[src/rtl/lseq_pkg.sv]
package lseq_pkg;
  localparam int unsigned BYTE_W = 8;
  localparam logic [BYTE_W-1:0] NULL_CODE = 8'hBC;
  localparam logic [BYTE_W-1:0] MARK_CODE = 8'h3C;
  localparam logic [BYTE_W-1:0] TOG_LO = 8'h4A;
  localparam logic [BYTE_W-1:0] TOG_HI = 8'hB5;
  localparam logic [BYTE_W-1:0] LFSR_SEED = 8'h01;

  typedef enum logic [2:0] {
    SEL_NULL,
    SEL_DATA,
    SEL_RAW,
    SEL_TOGGLE,
    SEL_LOOP
  } symSel_e;

  typedef struct packed {
    logic byteEdge;
    symSel_e sel;
    logic restart;
    logic primaryReq;
    logic lowWin;
  } seqCtl_t;

  function automatic logic [BYTE_W-1:0] lfsrStep(input logic [BYTE_W-1:0] s);
    return {s[6:0], s[7] ^ s[5] ^ s[4] ^ s[3]};
  endfunction
endpackage

[src/rtl/lseq_ctrl.sv]
module lseq_ctrl
  import lseq_pkg::*;
#(
  parameter int unsigned BYTE_PHASES = 10,
  parameter int unsigned LOW_PHASES = 6
) (
  input  logic    clk,
  input  logic    rst,
  input  logic    specialSel,
  input  logic    enA_n,
  input  logic    enB_n,
  input  logic    testEn_n,
  input  logic    bypassMode,
  output seqCtl_t ctl
);
  localparam int unsigned PH_W = (BYTE_PHASES > 2) ? $clog2(BYTE_PHASES) : 1;
  localparam logic [PH_W-1:0] PH_LAST = PH_W'(BYTE_PHASES - 1);
  localparam logic [PH_W:0] LOW_LIM = (PH_W + 1)'(LOW_PHASES);

  logic [PH_W-1:0] phase;
  logic [PH_W-1:0] phaseNext;
  logic atLast;
  symSel_e selNow;

  assign atLast = (phase == PH_LAST);
  assign phaseNext = atLast ? '0 : phase + 1'b1;

  always_ff @(posedge clk) begin
    if (rst) phase <= '0;
    else phase <= phaseNext;
  end

  // mode decode: bypass > self-test > normal
  always_comb begin
    if (bypassMode) selNow = SEL_RAW;
    else if (!testEn_n) selNow = (enA_n && enB_n) ? SEL_TOGGLE : SEL_LOOP;
    else if (!enA_n || !enB_n) selNow = SEL_DATA;
    else selNow = SEL_NULL;
  end

  always_comb begin
    ctl.byteEdge = atLast;
    ctl.sel = selNow;
    ctl.restart = !bypassMode && !testEn_n && specialSel;
    ctl.primaryReq = !enA_n;
    ctl.lowWin = ({1'b0, phaseNext} < LOW_LIM);
  end
endmodule

[src/rtl/lseq_datapath.sv]
module lseq_datapath
  import lseq_pkg::*;
(
  input  logic              clk,
  input  logic              rst,
  input  seqCtl_t           ctl,
  input  logic [BYTE_W-1:0] dataIn,
  input  logic              specialSel,
  output logic [BYTE_W-1:0] symByte,
  output logic              symK,
  output logic              symRaw,
  output logic              symValid,
  output logic              rdStrobe_n
);
  logic [BYTE_W-1:0] lfsr;
  logic [BYTE_W-1:0] curState;
  logic [BYTE_W-1:0] nextState;
  logic isMarker;
  logic togPhase;
  logic rdReq;
  logic reqNew;
  logic reqEff;
  logic [BYTE_W-1:0] byteNext;
  logic kNext;
  logic rawNext;

  assign curState = ctl.restart ? LFSR_SEED : lfsr;
  assign nextState = lfsrStep(curState);
  assign isMarker = (nextState == LFSR_SEED);

  always_comb begin
    byteNext = NULL_CODE;
    kNext = 1'b1;
    rawNext = 1'b0;
    reqNew = 1'b0;
    case (ctl.sel)
      SEL_RAW: begin
        byteNext = dataIn;
        kNext = specialSel;
        rawNext = 1'b1;
        reqNew = ctl.primaryReq;
      end
      SEL_DATA: begin
        byteNext = dataIn;
        kNext = specialSel;
        reqNew = ctl.primaryReq;
      end
      SEL_TOGGLE: begin
        byteNext = togPhase ? TOG_HI : TOG_LO;
        kNext = 1'b0;
      end
      SEL_LOOP: begin
        byteNext = isMarker ? MARK_CODE : curState;
        kNext = isMarker;
        reqNew = isMarker;
      end
      default: begin
        byteNext = NULL_CODE;
        kNext = 1'b1;
      end
    endcase
  end

  assign reqEff = ctl.byteEdge ? reqNew : rdReq;

  always_ff @(posedge clk) begin
    if (rst) begin
      lfsr <= LFSR_SEED;
      togPhase <= 1'b0;
      rdReq <= 1'b0;
      symByte <= NULL_CODE;
      symK <= 1'b1;
      symRaw <= 1'b0;
      symValid <= 1'b0;
      rdStrobe_n <= 1'b1;
    end else begin
      symValid <= ctl.byteEdge;
      rdStrobe_n <= !(reqEff && ctl.lowWin);
      if (ctl.byteEdge) begin
        symByte <= byteNext;
        symK <= kNext;
        symRaw <= rawNext;
        rdReq <= reqNew;
        togPhase <= (ctl.sel == SEL_TOGGLE) ? ~togPhase : 1'b0;
        if (ctl.sel == SEL_LOOP) lfsr <= nextState;
        else if (ctl.restart) lfsr <= LFSR_SEED;
      end
    end
  end
endmodule

[src/rtl/link_byte_sequencer.sv]
module link_byte_sequencer
  import lseq_pkg::*;
#(
  parameter int unsigned BYTE_PHASES = 10,
  parameter int unsigned LOW_PHASES = 6
) (
  input  logic       clk,
  input  logic       rst,
  input  logic [7:0] dataIn,
  input  logic       specialSel,
  input  logic       enA_n,
  input  logic       enB_n,
  input  logic       testEn_n,
  input  logic       bypassMode,
  output logic [7:0] symByte,
  output logic       symK,
  output logic       symRaw,
  output logic       symValid,
  output logic       rdStrobe_n
);
  seqCtl_t ctl;

  lseq_ctrl #(
    .BYTE_PHASES(BYTE_PHASES),
    .LOW_PHASES(LOW_PHASES)
  ) u_ctrl (
    .clk(clk),
    .rst(rst),
    .specialSel(specialSel),
    .enA_n(enA_n),
    .enB_n(enB_n),
    .testEn_n(testEn_n),
    .bypassMode(bypassMode),
    .ctl(ctl)
  );

  lseq_datapath u_dp (
    .clk(clk),
    .rst(rst),
    .ctl(ctl),
    .dataIn(dataIn),
    .specialSel(specialSel),
    .symByte(symByte),
    .symK(symK),
    .symRaw(symRaw),
    .symValid(symValid),
    .rdStrobe_n(rdStrobe_n)
  );
endmodule

[config.mk]
export PLATFORM = sky130hd
export DESIGN_NAME = link_byte_sequencer
export DESIGN_NICKNAME = d
export VERILOG_FILES = /design/src/rtl/lseq_pkg.sv /design/src/rtl/lseq_ctrl.sv /design/src/rtl/lseq_datapath.sv /design/src/rtl/link_byte_sequencer.sv
export SDC_FILE = /design/constraint.sdc
export NUM_CORES = 1
export LEC_CHECK = 0
export ABC_AREA = 0
export BUFFER_PORTS_ARGS = -buffer_cell sky130_fd_sc_hd__buf_2
export CELL_PAD_IN_SITES_DETAIL_PLACEMENT = 0
export CELL_PAD_IN_SITES_GLOBAL_PLACEMENT = 1
export CORE_MARGIN = 3
export CORE_UTILIZATION = 43
export DETAILED_ROUTE_END_ITERATION = 6
export HOLD_SLACK_MARGIN = 0.15
export PLACE_DENSITY = 0.83
export RECOVER_POWER = 50
export SYNTH_ARGS = -nofsm -noshare
export SYNTH_HDL_FRONTEND = slang
export SYNTH_SLANG_ARGS = --single-unit
export TNS_END_PERCENT = 100
[constraint.sdc]
create_clock -name clk -period 3.17 [get_ports clk]
set_clock_uncertainty 0.2 [all_clocks]
set_input_delay 0.317 -clock clk [delete_from_list [all_inputs] [get_ports clk]]
set_output_delay 0.317 -clock clk [all_outputs]
set_load 0.01 [all_outputs]
### Yosys cells after proc, flatten, opt, wreduce, memory -nomap -nowiden

Cells that the tools add are included.

| cells by class | value |
|---|---|
| magnitude comparators | 1 |
| multiply operators | 0 |
| bitwise logic cells | 4 |
| reductions and logical operators | 11 |
| add/subtract/negate cells | 1 |
| shift operators | 0 |
| equal/unequal tests | 6 |
| divide/modulo/power cells | 0 |
| multiplexer cells | 15 |

Operators with widths:

| cell | count |
|---|---|
| 2-to-1 mux 8 bit | 4 |
| case mux 8 bit (3 select lines) | 1 |
| 2-to-1 mux 3 bit | 3 |
| == test 8 x 1 -> 1 bit (second input constant) | 1 |
| == test 3 x 2 -> 1 bit (second input constant) | 2 |
| zero test 1 bit | 5 |
| adder 4 x 1 -> 4 bit (second input constant) | 1 |
| == test 4 bit (second input constant) | 1 |
| logical AND 1 bit | 4 |
| less-than comparator 4 x 3 -> 1 bit (second input constant) | 1 |
| 2-to-1 mux 1 bit | 4 |
| 2-to-1 mux 4 bit | 1 |
| == test 3 x 1 -> 1 bit (second input constant) | 1 |
| == test 3 bit (second input constant) | 1 |
| case mux 1 bit (3 select lines) | 1 |
| XOR 1 bit | 3 |
| case mux 1 bit (2 select lines) | 1 |
| OR reduction 2 bit | 1 |
| logical OR 1 bit | 1 |
| inverter 1 bit | 1 |

| storage, ports and cells | value |
|---|---|
| bits in latches | 0 |
| word-level logic and storage cells | 47 |
| flip-flop bits (word level) | 26 |
| memories | 0 |
| ROM bits | 0 |
| memory bits (writable) | 0 |
| input bits | 15 |

### Logic depth before layout (Yosys ltp)

| depth | value |
|---|---|
| depth in word-level cells | 12 |
| gate-level depth with buffers | 7 |

### Hierarchy

Synthesis repeated with hierarchy kept, for this count alone.

| second synthesis, totals | value |
|---|---|
| cell total of the unflattened synthesis | 175 |
| area total of the unflattened synthesis | 1446.4 µm² |

Modules (own cells, without submodules):

| module | cells each | seq. area each (µm²) | instances | area each (µm²) |
|---|---|---|---|---|
| lseq_datapath | 138 | 440.4 | 1 | 1136.1 |
| lseq_ctrl | 37 | 80.1 | 1 | 310.3 |

### Worst setup path after synthesis

Ideal clock, no wire load.

| timing | value |
|---|---|
| path kind | input-to-reg |
| start point | in enB_n |
| end point | reg u_dp.rdStrobe_n |
| stages | 6 |
| path slack | 1.087 ns |
| buffers on the path | 0 |
| data required time | 2.848 ns |
| arrival time | 1.761 ns |
| cells stage by stage | nand2_1 ha_1 or4b_4 nor2_8 nand3_2 a311o_1 |

| between the ends | value |
|---|---|
| word-level cells in the longest chain between the ends | 11 |
| elaborated cells between the ends (all ways) | 15 |
| classes of those cells | eq/ne (3); mux (6); reduce/logical (6) |

RTL lines:

| what | RTL line | text |
|---|---|---|
| from (decl) | link_byte_sequencer.sv:12 | `input logic enB_n,` |
| zero test 1 bit | lseq_ctrl.sv:37 | `else if (!enA_n \|\| !enB_n) selNow = SEL_DATA;` |
| logical OR 1 bit | lseq_ctrl.sv:37 |  |
| 2-to-1 mux 1 bit | lseq_ctrl.sv:37 |  |
| 2-to-1 mux 3 bit (*) | lseq_ctrl.sv:36 | `else if (!testEn_n) selNow = (enA_n && enB_n) ? SEL_TOGGLE : SEL_LOOP;` |
| 2-to-1 mux 3 bit (*) | lseq_ctrl.sv:35 | `if (bypassMode) selNow = SEL_RAW;` |
| == test 3 x 2 -> 1 bit or == test 3 x 1 -> 1 bit (tied branches) | lseq_datapath.sv:36 | `case (ctl.sel)` |
| OR reduction 2 bit (no source line) | n/a |  |
| case mux 1 bit (2 select lines) (*) | lseq_datapath.sv:36 |  |
| 2-to-1 mux 1 bit (*) | lseq_datapath.sv:64 | `assign reqEff = ctl.byteEdge ? reqNew : rdReq;` |
| logical AND 1 bit (*) | lseq_datapath.sv:78 | `rdStrobe_n <= !(reqEff && ctl.lowWin);` |
| zero test 1 bit (*) | lseq_datapath.sv:78 |  |
| to (signal assigned) | lseq_datapath.sv:78 |  |
| to (decl) | lseq_datapath.sv:13 | `output logic rdStrobe_n` |

Every way passes the cells marked *; elsewhere a longest branch is shown, timed or not.
A chain may end at the register's enable or synchronous reset.

### Final worst setup path

| timing | value |
|---|---|
| start point | in enA_n |
| end point | reg u_dp.rdStrobe_n |

| between the ends | value |
|---|---|
| word-level cells in the longest chain between the ends | 11 |
| elaborated cells between the ends (all ways) | 15 |
| classes of those cells | eq/ne (3); mux (6); reduce/logical (6) |

RTL lines:

| what | RTL line | text |
|---|---|---|
| from (decl) | link_byte_sequencer.sv:11 | `input logic enA_n,` |
| zero test 1 bit | lseq_ctrl.sv:37, lseq_ctrl.sv:45 |  |
| logical OR 1 bit | lseq_ctrl.sv:37 |  |
| 2-to-1 mux 1 bit | lseq_ctrl.sv:37 |  |
| 2-to-1 mux 3 bit | lseq_ctrl.sv:36 |  |
| 2-to-1 mux 3 bit | lseq_ctrl.sv:35 |  |
| == test 3 x 2 -> 1 bit or == test 3 x 1 -> 1 bit (tied branches) | lseq_datapath.sv:36 |  |
| OR reduction 2 bit (no source line) | n/a |  |
| case mux 1 bit (2 select lines) (*) | lseq_datapath.sv:36 |  |
| 2-to-1 mux 1 bit (*) | lseq_datapath.sv:64 |  |
| logical AND 1 bit (*) | lseq_datapath.sv:78 |  |
| zero test 1 bit (*) | lseq_datapath.sv:78 |  |

Marked as above.

==> results.json <==
{
  "ioPinCount": 27,
  "status": "completed",
  "clock_latency_ps": 330,
  "hold_path_end": "u_dp.symByte[7]$_SDFFE_PP1P_",
  "fin_crit_sh_pct": 77.6,
  "synth_compound_area_share_pct": 21.4,
  "cts_buffers": 3,
  "hold_viol": 0,
  "core_area_um2": 2830,
  "synth-simple-area-share_pct": 29.6,
  "ys.flop_type": "dfxtp_1",
  "diodes": 0,
  "yosys-top-cells-area": "dfxtp_1, a22oi_1, nor2_1",
  "initial_core_util_pct": 46.4,
  "synth_nets": 165,
  "via_count": 1222,
  "slew-limit-headroom_pct": 50.4,
  "rows": 19,
  "clk_path_buf_depth": 2,
  "synth_fa_ha_area_share_pct": 1.90,
  "dp_cells": 198,
  "crit_chain": "dlygate4sd3_1 > buf_2 > nand2_1 > inv_1 > ha_1 > or4b_4 > nor2_8 > nand3_2 > a311o_1",
  "critPathRequiredTime_ps": 3200,
  "post-route-util_pct": 56.2,
  "drc": 0,
  "fin_nets": 199,
  "wl_per_cell_um": 13.7,
  "min_from": "dataIn[7]",
  "post_synth_num_cell_types": 45,
  "drv_cap": 0,
  "postRouteAntennaNets": 0,
  "hold_depth": 3,
  "wl_mm": 2.90,
  "crit_type": "in2reg",
  "grt_pass1_wl_mm": 4.79,
  "fmax_ghz": 0.407,
  "numPortBuffers": 26,
  "synth_seq_cells": 26,
  "cts_resized": 0,
  "drt_iter0_drc": 76,
  "synth_edf_count": 0,
  "worstSetupEndpointType": "register",
  "startpoint_type": "input port",
  "cts_tree": "built",
  "power_density_nw_per_um2": 401,
  "grt_usage_pct": 17.1,
  "filler_cell_count": 270,
  "synth_seq_area_share_pct": 39.6,
  "leakagePower_nw": 0.579,
  "tritoncts_num_sinks": 26,
  "rr_endpoint": "u_dp.symByte[5]$_SDFFE_PP1P_",
  "slowest_delay_ps": 600,
  "irDropWorstVdd_mv": 0.277,
  "via_per_inst": 5.76,
  "postSynthAreaPerCell_um2": 8.88,
  "setup_viol_count_final": 0,
  "crit_buf_inv": 3,
  "synth_xor_area_share_pct": 3.33,
  "period_needed_ps": 2460,
  "synth_top_area_share_pct": 39.6,
  "ff2ff_path_depth": 4,
  "cp_top_family": "simple AND/OR/NAND/NOR gates",
  "synthMuxAreaShare_pct": 0.762,
  "critPathArrivalTime_ps": 2490,
  "die_x_um": 61.3,
  "cts_max_level": 1,
  "synthArstFlopShare_pct": 0,
  "gp_congestion": 0.832,
  "drive_gt1_share_pct": 13.8,
  "die_y_um": 61.3,
  "drtPass1Iterations": 4,
  "antenna_found_initial": 0,
  "dp_slack_ps": 888,
  "crit_fanout": 8,
  "rr_startpoint": "u_ctrl.phase[3]$_SDFF_PP0_",
  "tightest_slew_ps": 744,
  "hold_path.class": "in2reg",
  "grt_overflow_total": 0,
  "yosysWarnings": 0,
  "grt_pass1_vias": 1076,
  "post_dp_cell_area_um2": 1450,
  "startpoint": "enA_n",
  "post-route-cell-area_um2": 1590,
  "grt_max_degree": 19,
  "cts_root_buffer": "clkbuf_4",
  "rrSetupSlack_ps": 1180,
  "die-area_um2": 3750,
  "synth_top_family_by_area": "simple AND/OR/NAND/NOR gates",
  "syn2layout_area_growth_pct": 21.0,
  "netlist_instances": 148,
  "clkTransAtPathRegs_ps": 150,
  "fin_ws_ps": 711,
  "cpMaxStageDelayCell": "or4b_4",
  "setup_tns_ps": 0,
  "syn_area_um2": 1310,
  "hpwl_mm": 2.20,
  "slew_viol_final": 0,
  "layout.cells.non_filler": 212,
  "rsz0062_at_grt": "no",
  "synth_largest_area_cell": "dfxtp_1"
}
cell usage in the layout, fill, tap and decap left out, types with 2 or more instances in the layout:
master and n:
clkbuf_4 3, nand2_1 11, nor3_1 3, ha_1 2, nor2b_1 4, o21a_1 2, nor3b_1 3, a221oi_1 4
dlygate4sd3_1 10, nor2_1 18, a21oi_1 9, a22oi_1 10, buf_2 13, dfxtp_1 26, o21ai_0 5, o211ai_1 2
clkbuf_1 13, inv_1 4, nand2b_1 7, xnor2_1 4
area by class of cell:
type / count / area, um2 / area share [%]
Clock inverter: 1 / 30.0 / 1.89
Timing Repair Buffer: 36 / 214 / 13.5
Clock buffer: 3 / 22.5 / 1.42
Tap cell: 31 / 38.8 / 2.44
Sequential cell: 26 / 520 / 32.7
Multi-Input combinational cell: 111 / 749 / 47.1
Inverter: 4 / 15.0 / 0.944
sequential cells by signal, indices dropped and copies added (netlist names):
name	cells
u_dp.rdStrobe_n	1
u_dp.symK	1
u_dp.rdReq	1
u_dp.togPhase	1
u_ctrl.phase	4
u_dp.symByte	8
u_dp.lfsr	8
u_dp.symRaw	1
u_dp.symValid	1
repair_timing:
| item | in CTS | in global routing |
|---|---|---|
| hold buffers | 10 | 0 |
| buffers inserted | 0 | 0 |
| endpoints found under the hold margin | 16 | 0 |
per-layer routing:
metal  global-route usage [%]  up-vias  routed length, um
li1                         -      603                  -
met1                     22.8      572               1310
met2                     26.6       45               1390
met3                     5.24        2                190
met4                     4.95        0                 14
met5                        0        -                  0
synth_stat cells (2+ instances only):
| library cell | n |
|---|---|
| o21ai_0 | 5 |
| ha_1 | 2 |
| dfxtp_1 | 26 |
| o211ai_1 | 2 |
| nand2_1 | 11 |
| xnor2_1 | 4 |
| nor3b_1 | 3 |
| nor2b_1 | 4 |
| o21a_1 | 2 |
| a22oi_1 | 10 |
| a221oi_1 | 4 |
| nand2b_1 | 7 |
| nor3_1 | 3 |
| inv_1 | 4 |
| nor2_1 | 18 |
| buf_2 | 2 |
| a21oi_1 | 9 |
| clkbuf_1 | 5 |
power breakdown:
part | internal [mW] | total [mW] | switching, mW
registers | 0.330 | 0.335 | 0.00525
logic | 0.0350 | 0.0725 | 0.0375
clock network | 0.128 | 0.230 | 0.102
total | 0.493 | 0.637 | 0.145
cells by family (layout without fill, tap and decap cells):
logic type | Yosys count | in the layout
AND/OR/NAND/NOR | 62 | 62
AO/OA/AOI/OAI | 41 | 41
flip-flops | 26 | 26
buffers and inverters | 11 | 44
XOR/XNOR | 5 | 5
adder cells (fa/ha/maj) | 2 | 2
multiplexers | 1 | 1
worst max path at each step:
stage / end / slack, ps / cells past startpoint
floorplan: u_dp.rdStrobe_n$_SDFF_PP1_ / 1090 / 6
global placement: u_dp.rdStrobe_n$_SDFF_PP1_ / 920 / 7
detailed placement: u_dp.rdStrobe_n$_SDFF_PP1_ / 890 / 7
CTS: u_dp.rdStrobe_n$_SDFF_PP1_ / 730 / 9
global route: u_dp.lfsr[7]$_SDFFE_PP0P_ / 540 / 9
finish: u_dp.rdStrobe_n$_SDFF_PP1_ / 710 / 9
per-stage QoR:
step	hold WS (ps)	total power, mW
after floorplan	256	0.385
after global placement	230	0.403
after detailed placement	246	0.405
after CTS	159	0.642
after global routing	186	0.665
final	158	0.637
worst reg2reg max path: cells and delay by family (launching register included):
family             cells  cell delay, ps
AOI/OAI and AO/OA      1             120
DFF                    1             480
and+or+nand+nor        3            1090
Note: power is estimated with default switching activity, not from simulation.
